`config.mk`:
```
export PLATFORM = sky130hd
export DESIGN_NAME = evt_timer16
export DESIGN_NICKNAME = d
export VERILOG_FILES = /design/src/rtl/evt_timer16_pkg.sv /design/src/rtl/evt_timer16_tick.sv /design/src/rtl/evt_timer16_psc.sv /design/src/rtl/evt_timer16_core.sv /design/src/rtl/evt_timer16.sv
export SDC_FILE = /design/constraint.sdc
export NUM_CORES = 1
export LEC_CHECK = 0
export BUFFER_PORTS_ARGS = -buffer_cell sky130_fd_sc_hd__buf_2
export CAP_MARGIN = 15
export CORE_MARGIN = 4
export CORE_UTILIZATION = 45
export DETAILED_ROUTE_END_ITERATION = 10
export PLACE_DENSITY_LB_ADDON = 0.1
export RECOVER_POWER = 25
export SYNTH_ARGS = -nofsm -noshare
export SYNTH_HDL_FRONTEND = slang
export SYNTH_SLANG_ARGS = --single-unit
```
`constraint.sdc`:
```
create_clock -name clk -period 5.2 [get_ports clk]
set_input_delay 0.78 -clock clk [delete_from_list [all_inputs] [get_ports clk]]
set_output_delay 0.78 -clock clk [all_outputs]
set_load 0.05 [all_outputs]
```
`src/rtl/evt_timer16_pkg.sv`:
```
package evt_timer16_pkg;
  localparam int BUS_W = 8;

  localparam logic [1:0] ADDR_CNT_LO = 2'd0;
  localparam logic [1:0] ADDR_CNT_HI = 2'd1;
  localparam logic [1:0] ADDR_CTRL   = 2'd2;
  localparam logic [1:0] ADDR_FLAG   = 2'd3;

  // Control register, bit 0 at the bottom.
  typedef struct packed {
    logic       wide;     // bit 5: buffered 16-bit access
    logic [1:0] ps;       // bits 4:3: prescale code
    logic       raw;      // bit 2: external input bypasses synchronizer
    logic       ext;      // bit 1: external source select
    logic       run;      // bit 0: count enable
  } ctrl_t;

  localparam int CTRL_W = $bits(ctrl_t);
endpackage

```
`src/rtl/evt_timer16_tick.sv`:
```
module evt_timer16_tick #(
  parameter int DIV_W       = 2,
  parameter int SYNC_STAGES = 2
) (
  input  logic clk,
  input  logic rst_n,
  input  logic ext_sel,
  input  logic raw_sel,
  input  logic ext_in,
  output logic tick
);
  logic int_tick;

  generate
    if (DIV_W == 0) begin : g_nodiv
      assign int_tick = 1'b1;
    end else begin : g_div
      logic [DIV_W-1:0] div_q;
      always_ff @(posedge clk or negedge rst_n) begin
        if (!rst_n) div_q <= '0;
        else        div_q <= div_q + 1'b1;
      end
      assign int_tick = &div_q;
    end
  endgenerate

  logic [SYNC_STAGES-1:0] sync_q;
  logic                   sync_last_q;
  logic                   raw_last_q;

  always_ff @(posedge clk or negedge rst_n) begin
    if (!rst_n) begin
      sync_q      <= '0;
      sync_last_q <= 1'b0;
      raw_last_q  <= 1'b0;
    end else begin
      sync_q      <= {sync_q[SYNC_STAGES-2:0], ext_in};
      sync_last_q <= sync_q[SYNC_STAGES-1];
      raw_last_q  <= ext_in;
    end
  end

  logic edge_sync, edge_raw;
  assign edge_sync = sync_q[SYNC_STAGES-1] & ~sync_last_q;
  assign edge_raw  = ext_in & ~raw_last_q;

  assign tick = ext_sel ? (raw_sel ? edge_raw : edge_sync) : int_tick;
endmodule

```
`src/rtl/evt_timer16_psc.sv`:
```
module evt_timer16_psc #(
  parameter int PS_W = 2
) (
  input  logic            clk,
  input  logic            rst_n,
  input  logic            en,
  input  logic            clr,
  input  logic [PS_W-1:0] sel,
  output logic            pulse
);
  localparam int PCNT_W = (1 << PS_W) - 1;

  logic [PCNT_W-1:0] pcnt_q;
  logic [PCNT_W-1:0] mask;

  assign mask  = ~({PCNT_W{1'b1}} << sel);
  assign pulse = en && ((pcnt_q & mask) == mask);

  always_ff @(posedge clk or negedge rst_n) begin
    if (!rst_n)  pcnt_q <= '0;
    else if (clr) pcnt_q <= '0;
    else if (en)  pcnt_q <= pcnt_q + 1'b1;
  end
endmodule

```
`src/rtl/evt_timer16_core.sv`:
```
module evt_timer16_core #(
  parameter int CNT_W = 16
) (
  input  logic             clk,
  input  logic             rst_n,
  input  logic             clr,
  input  logic             ld,
  input  logic [CNT_W-1:0] ld_val,
  input  logic             inc,
  output logic [CNT_W-1:0] cnt,
  output logic             ovf
);
  always_ff @(posedge clk or negedge rst_n) begin
    if (!rst_n)   cnt <= '0;
    else if (clr) cnt <= '0;
    else if (ld)  cnt <= ld_val;
    else if (inc) cnt <= cnt + 1'b1;
  end

  assign ovf = inc && !clr && !ld && (&cnt);
endmodule

```
`src/rtl/evt_timer16.sv`:
```
module evt_timer16
  import evt_timer16_pkg::*;
#(
  parameter int SYNC_STAGES = 2,
  parameter int DIV_W       = 2
) (
  input  logic             clk,
  input  logic             rst_n,
  input  logic [1:0]       bus_addr,
  input  logic             bus_wr,
  input  logic             bus_rd,
  input  logic [BUS_W-1:0] bus_wdata,
  output logic [BUS_W-1:0] bus_rdata,
  input  logic             ext_clk,
  input  logic             evt_clr,
  output logic             ovf_irq
);
  localparam int CNT_W = 2 * BUS_W;

  ctrl_t            ctrl_q;
  logic             flag_q;
  logic [BUS_W-1:0] hbuf_q;
  logic [CNT_W-1:0] cnt_q;
  logic [CNT_W-1:0] ld_val;
  logic             src_tick, cnt_inc, ovf_pulse, cnt_ld;
  logic             wr_lo, wr_hi, wr_ctrl, flag_wr, rd_lo;

  assign wr_lo   = bus_wr && (bus_addr == ADDR_CNT_LO);
  assign wr_hi   = bus_wr && (bus_addr == ADDR_CNT_HI);
  assign wr_ctrl = bus_wr && (bus_addr == ADDR_CTRL);
  assign flag_wr = bus_wr && (bus_addr == ADDR_FLAG);
  assign rd_lo   = bus_rd && (bus_addr == ADDR_CNT_LO);

  assign cnt_ld = wr_lo || (wr_hi && !ctrl_q.wide);

  always_comb begin
    if (ctrl_q.wide)  ld_val = {hbuf_q, bus_wdata};
    else if (wr_lo)   ld_val = {cnt_q[CNT_W-1:BUS_W], bus_wdata};
    else              ld_val = {bus_wdata, cnt_q[BUS_W-1:0]};
  end

  evt_timer16_tick #(.DIV_W(DIV_W), .SYNC_STAGES(SYNC_STAGES)) u_tick (
    .clk     (clk),
    .rst_n   (rst_n),
    .ext_sel (ctrl_q.ext),
    .raw_sel (ctrl_q.raw),
    .ext_in  (ext_clk),
    .tick    (src_tick)
  );

  evt_timer16_psc #(.PS_W(2)) u_psc (
    .clk   (clk),
    .rst_n (rst_n),
    .en    (src_tick && ctrl_q.run),
    .clr   (evt_clr || cnt_ld),
    .sel   (ctrl_q.ps),
    .pulse (cnt_inc)
  );

  evt_timer16_core #(.CNT_W(CNT_W)) u_core (
    .clk    (clk),
    .rst_n  (rst_n),
    .clr    (evt_clr),
    .ld     (cnt_ld),
    .ld_val (ld_val),
    .inc    (cnt_inc),
    .cnt    (cnt_q),
    .ovf    (ovf_pulse)
  );

  always_ff @(posedge clk or negedge rst_n) begin
    if (!rst_n) begin
      ctrl_q <= '0;
      flag_q <= 1'b0;
      hbuf_q <= '0;
    end else begin
      if (wr_ctrl) ctrl_q <= ctrl_t'(bus_wdata[CTRL_W-1:0]);
      if (ovf_pulse)    flag_q <= 1'b1;
      else if (flag_wr) flag_q <= bus_wdata[0];
      if (ctrl_q.wide && wr_hi)      hbuf_q <= bus_wdata;
      else if (ctrl_q.wide && rd_lo) hbuf_q <= cnt_q[CNT_W-1:BUS_W];
    end
  end

  always_comb begin
    case (bus_addr)
      ADDR_CNT_LO: bus_rdata = cnt_q[BUS_W-1:0];
      ADDR_CNT_HI: bus_rdata = ctrl_q.wide ? hbuf_q : cnt_q[CNT_W-1:BUS_W];
      ADDR_CTRL:   bus_rdata = {{(BUS_W-CTRL_W){1'b0}}, ctrl_q};
      default:     bus_rdata = {{(BUS_W-1){1'b0}}, flag_q};
    endcase
  end

  assign ovf_irq = flag_q;
endmodule

```
==> results of run 1 <==
==> worst paths after layout <==
check	start	to	cells after the start
min in group asynchronous	rst_n	ctrl_q[4]$_DFFE_PN0P_	1
min reg2reg	u_tick.sync_q[0]$_DFF_PN0_	u_tick.sync_q[1]$_DFF_PN0_	0
max in group asynchronous	rst_n	hbuf_q[6]$_DFFE_PN0P_	1
max	ctrl_q[5]$_DFFE_PN0P_	bus_rdata[0]	3
min	u_tick.sync_q[0]$_DFF_PN0_	u_tick.sync_q[1]$_DFF_PN0_	0
max reg2reg	ctrl_q[5]$_DFFE_PN0P_	u_core.cnt[6]$_DFFE_PN0P_	5
==> cell families (layout without fill, tap and decap cells) <==
group                      Yosys count  count (layout)  synth area share, %
and+or+nand+nor                     96              96                 19.1
xor gates and xnor gates             3               3                 1.06
muxes                               26              26                 11.4
DFF                                 39              39                 39.3
buffers and inverters               25              42                 4.08
AOI/OAI and AO/OA                   84              84                 23.5
adders and majority gates            3               3                 1.51
==> synth_stat cells (2+ instances only) <==
cell type and instances:
or2_2 2, o21a_1 2, a31oi_1 6, a22oi_1 5, nand3_1 12, inv_1 8, o31ai_1 5, nand4_1 4
nor4_1 2, a32oi_1 3, nor3_1 5, a311oi_1 3, xor2_1 3, nand2_1 30, buf_2 6, nor2_1 22
clkbuf_1 10, and4_1 2, o21ai_0 20, nor2b_1 4, mux2_2 9, dfrtp_1 39, o32ai_1 5, ha_1 3
or4_1 3, mux2i_1 16, a211oi_1 8, nand2b_1 6, a31o_2 2, a21oi_1 14
==> metal layers <==
metal	vias up	part of all wire [%]	GRT usage (%)
li1	1077	-	-
met1	1112	48	34.7
met5	-	0	0
met2	80	45	32.9
met4	0	1.4	6.81
met3	11	5.7	2.93
==> state kept, by name, indices dropped and copies added (netlist names) <==
register,cells
ctrl_q,6
hbuf_q,8
ovf_irq,1
u_core.cnt,16
u_psc.pcnt_q,3
u_tick.g_div.div_q,2
u_tick.sync_last_q,1
u_tick.sync_q,2
==> critical path, cell delays in order, from the launching register on <==
cell	delay (ns)
dfrtp_1	0.97
o21ai_0	0.26
mux4_2	0.48
buf_2	0.22
==> layout make-up <==
cell class / count / area [sq um]
Clock inverter: 2 / 60.1
Sequential cell: 39 / 976
Tap cell: 70 / 87.6
Fill cell: 512 / 2470
Timing Repair Buffer: 25 / 126
Clock buffer: 6 / 72.6
Inverter: 9 / 33.8
Multi-Input combinational cell: 212 / 1410
==> where the power goes <==
| part | leakage, nW | total, mW | switching (mW) | internal, mW |
|---|---|---|---|---|
| combinational | 0.539 | 0.216 | 0.137 | 0.0792 |
| clock | 0.0654 | 0.306 | 0.114 | 0.192 |
| sequential | 0.508 | 0.387 | 0.0496 | 0.337 |
==> through the flow <==
step	hold slack, ns	worst slack (ns)	cell area (sq um)	instances	total power [mW]
5_1_grt	0.391	2.05	2760	363	0.952
6_report	0.376	2.18	2760	363	0.909
2_1_floorplan	0.346	1.91	2480	276	0.538
3_3_place_gp	0.354	2.33	2630	355	0.604
4_1_cts	0.376	2.18	2760	363	0.913
3_5_place_dp	0.355	2.31	2630	355	0.606
==> key figures, run 1 <==
Outcome
  – Status: complete, but fails checks
  – Failing checks: capacitance limit, slew limit

Clocking
  – Num CTS Buffers: 5
  – Total setup buffers inserted after CTS: 0
  – CTS root buffer: clkbuf_8
  – CTS resizes: 0
  – Skew-Pair Late Insertion Delay: 0.30 ns
  – Htree depth: 2
  – Clock Tree Buf Depth: 2
  – Clock-pin slew on the worst setup and hold paths: 0.08 ns
  – Clk sink count: 39
  – CTS Hold Buffers Added: 0
  – TritonCTS clock tree: built

Yosys
  – Share of the synthesized area in the top cell type: 39.3%
  – Synth Area per Inst: 9.00 sq um
  – Synth top area cells: dfrtp_1, mux2i_1, nand2_1
  – Post-Syn Nets: 295
  – Fraction of registers with async set/reset: 100%
  – Library cells used by synthesis: 47
  – #FFs+latches synth: 39
  – Cells after Synth: 276
  – Post-synth EDFFs: 0
  – Mapped cell area: 2480 sq um
  – Largest area contributor in the netlist: dfrtp_1
  – Commonest register cell after synthesis: dfrtp_1
  – YS warnings: 0
  – Sequential area share after synthesis: 39.3%

Worst setup path
  – CP Data Arrival Time: 2.24 ns
  – CP Class: flop to primary output
  – CP Capture Type: primary output
  – R2r setup slk: 2.57 ns
  – CP required: 4.42 ns
  – Setup crit start kind: flop
  – Crit-path max FO: 24

Timing
  – Final setup viols: 0
  – RSZ-0062 raised after global routing: no
  – Skew final: 0.00853 ns
  – Setup_tns: 0 ns
  – Period utilization: 58.1%
  – Hold Vio Cnt, Final: 0
  – Max Slew Vio Count: 40
  – Max frequency: 0.331 GHz
  – Tmin final: 3.02 ns
  – Worst-Margin Slew: 2.22 ns
  – Rel. slew slack: -47.7%

Place
  – GP Congestion: 0.851
  – Port Buffers: 24
  – Dpl hpwl: 4.99 mm

Finish
  – Layout Nets: 311
  – Synth-to-layout area growth: 11.2%
  – Share of layout cells above drive strength 1: 16.7%
  – Commonest non-fill, non-tap cell in the layout: dfrtp_1
  – Commonest non-fill, non-tap cells in the layout: dfrtp_1, nand2_1, buf_2, nor2_1, o21ai_0
  – Final core utilization: 52.7%
  – Antenna cells: 0

Floorplan
  – # rows: 26
  – Die W: 82.3 um
  – Core area: 5240 sq um
  – Initial core utilization: 47.4%
  – Overall die height: 82.3 um
  – Die area: 6770 sq um
  – Ports: 25

Min path
  – HP Class: flop to flop

Global route
  – Largest net degree at the start of global routing: 40
  – Initial antenna violation count: 0
  – Total GRT Usage: 22.7%
  – Vias in the first global route: 2073
  – GRT Residual Overflow: 0
  – First-pass GRT wire length: 11.4 mm

Routing
  – Detailed Route Iter0 Violations: 238
  – Pre-antenna DRT Iters: 5
  – Detailed Route WL: 7.08 mm
  – ANT nets after route: 0
  – Vias per std cell: 6.28
  – Via count: 2280
  – DR WL/cell: 19.5 um
  – Drt drc: 0

Power
  – Max VDD drop: 0.000117 V
  – LEAKAGE: 1.11 nW
  – Power density cells: 329 nW/um^2

Run
  – Max Cap Violations: 1
Note: power is estimated with default switching activity, not from simulation.
==> run 2, diff against run 1 <==
clock period = 2.45 ns   (was 5.2 ns; I/O delays follow)
==> key figures, run 2 (synthesis results as in run 1) <==
Finish
  – Antenna cells: 0 (unchanged)
  – Final non-filler cell total: 375 (+3.3%)
  – Filler cells: 493 (-3.7%)
  – Share of layout cells above drive strength 1: 20.7% (+3.9 points)
  – Layout Nets: 323 (+3.9%)
  – Sequential cell area: 976 sq um (unchanged)
  – Max FFs per register: 16 (unchanged)
  – Biggest regs: u_core.cnt: 16 flops, hbuf_q: 8 flops, ctrl_q: 6 flops
  – Commonest non-fill, non-tap cell in the layout: dfrtp_1
  – Largest reg by FF count: u_core.cnt
  – Commonest non-fill, non-tap cells in the layout: dfrtp_1, nand2_1, nor2_1, buf_2
  – Synth-to-layout area growth: 14.1%
  – Area of the multi-input gates: 1420 sq um (+0.71%)

Timing
  – Worst-Margin Slew: 2.10 ns (-0.119 ns)
  – Max frequency: 0.428 GHz
  – Setup_tns: 0 ns (unchanged)
  – RSZ-0062 raised after global routing: no
  – Max Slew Vio Count: 40 (unchanged)
  – Final setup viols: 0 (unchanged)
  – Tmin final: 2.33 ns
  – Skew final: 0.00622 ns (-0.00231 ns)
  – Period utilization: 95.3%
  – Hold Vio Cnt, Final: 0 (unchanged)
  – Rel. slew slack: -39.8% (+7.9 points)

Floorplan
  – Ports: 25 (unchanged)
  – Die W: 82.3 um (unchanged)
  – Core area: 5240 sq um (unchanged)
  – Initial core utilization: 47.4% (unchanged)
  – # rows: 26 (unchanged)
  – Die area: 6770 sq um (unchanged)
  – Overall die height: 82.3 um (unchanged)

Worst setup path
  – CP Class: flop to primary output
  – Crit-path max FO: 12 (-50%)
  – CP required: 2.08 ns (-2.34 ns)
  – CP Capture Type: primary output
  – Setup crit start kind: flop
  – CP Data Arrival Time: 1.97 ns (-0.27 ns)

Place
  – Port Buffers: 24 (unchanged)
  – Placed insts: 367 (+3.4%)
  – GP Congestion: 0.881 (+3.5%)
  – Dpl hpwl: 5.25 mm (+5.1%)

Global route
  – Met2 Use GR: 34.1% (+1.2 points)
  – GRT Residual Overflow: 0 (unchanged)
  – GRT Max-Usage Layer: met2
  – Total GRT Usage: 22.7% (about the same)
  – First-pass GRT wire length: 11.6 mm (+1.9%)
  – Largest net degree at the start of global routing: 40 (unchanged)
  – Vias in the first global route: 2220 (+7.1%)
  – Met1 usage: 33.5% (-1.2 points)
  – Grt met3 use: 4.23% (+1.3 points)
  – Initial antenna violation count: 0 (unchanged)

Routing
  – Drt drc: 0 (unchanged)
  – Vias per std cell: 6.14 (-2.3%)
  – DR WL/cell: 18.9 um (-2.8%)
  – Detailed Route Iter0 Violations: 220 (-7.6%)
  – Via count: 2301 (+0.92%)
  – ANT nets after route: 0 (unchanged)
  – Pre-antenna DRT Iters: 5 (unchanged)
  – Detailed Route WL: 7.10 mm (+0.37%)

Clocking
  – Clock Tree Buf Depth: 2 (unchanged)
  – CTS root buffer: clkbuf_8
  – Skew-Pair Late Insertion Delay: 0.29 ns (about the same)
  – Num CTS Buffers: 5 (unchanged)
  – TritonCTS clock tree: built
  – Htree depth: 2 (unchanged)
  – Clk sink count: 39 (unchanged)
  – CTS resizes: 0 (unchanged)
  – Clock-pin slew on the worst setup and hold paths: 0.08 ns (about the same)
  – Total setup buffers inserted after CTS: 0 (unchanged)
  – CTS Hold Buffers Added: 0 (unchanged)

Power
  – Power density cells: 631 nW/um^2 (+92%)
  – LEAKAGE: 1.15 nW (+3.8%)
  – Max VDD drop: 0.000271 V (+130%)

Run
  – Max Cap Violations: 1 (unchanged)

Min path
  – HP Class: primary input to flop

Outcome
  – Status: complete, but fails checks
  – Failing checks: capacitance limit, slew limit
[run 2: cell count changes in the layout (fill, tap and decap cells not counted), sizes merged]
cell      delta
buf         +11
bufinv       -2
clkinvlp     +1
clkbuf       +2
[run 2: report_power, final]
group | leakage (nW) | internal [mW] | total (mW) | switching [mW]
logic | 0.596 | 0.185 | 0.493 | 0.308
registers | 0.508 | 0.716 | 0.810 | 0.0931
clock network | 0.0505 | 0.256 | 0.484 | 0.228
total | 1.15 | 1.16 | 1.79 | 0.629
[run 2: critical path, cell delays in order, from the launching register on]
cell     delay [ns]
dfrtp_1        0.67
buf_4          0.25
o21ai_0        0.09
mux4_2         0.45
buf_2          0.22
[run 2: final cells by class]
class                           instances  share of cell area [%]
Timing Repair Buffer                   37                    7.60
Clock buffer                            7                    3.40
Tap cell                               70                    3.09
Inverter                                9                    1.19
Sequential cell                        39                    34.5
Multi-Input combinational cell        212                    50.0
Clock inverter                          1                   0.265
[run 2: worst paths after layout]
check,depth (start not counted),to,slack [ns],from
setup / recovery,4,bus_rdata[0],0.12,ctrl_q[5]$_DFFE_PN0P_
hold / removal,1,u_tick.sync_q[0]$_DFF_PN0_,0.20,ext_clk
setup reg to reg,6,u_core.cnt[5]$_DFFE_PN0P_,0.39,u_tick.g_div.div_q[0]$_DFF_PN0_
hold reg to reg,0,u_tick.sync_q[1]$_DFF_PN0_,0.37,u_tick.sync_q[0]$_DFF_PN0_
max in group asynchronous,1,u_tick.g_div.div_q[1]$_DFF_PN0_,0.57,rst_n
min in group asynchronous,1,u_tick.sync_last_q$_DFF_PN0_,0.67,rst_n
[run 2: metrics by stage]
step	cell area (sq um)	utilization (%)	hold WS (ns)	total power [mW]	setup slack, ns
2_1_floorplan	2490	-	0.0719	1.15	0.315
3_5_place_dp	2730	52.2	0.359	1.31	0.431
6_report	2830	54.1	0.197	1.79	0.116
4_1_cts	2840	54.1	0.189	1.79	0.126
5_1_grt	2830	54.1	0.199	1.88	0.0129
3_3_place_gp	2730	52.2	0.355	1.31	0.406
[run 2: routing by layer]
metal / up-vias / wire [um]
li1: 1090 / -
met1: 1075 / 3230
met2: 124 / 3200
met3: 12 / 587
met4: 0 / 91
met5: - / 0
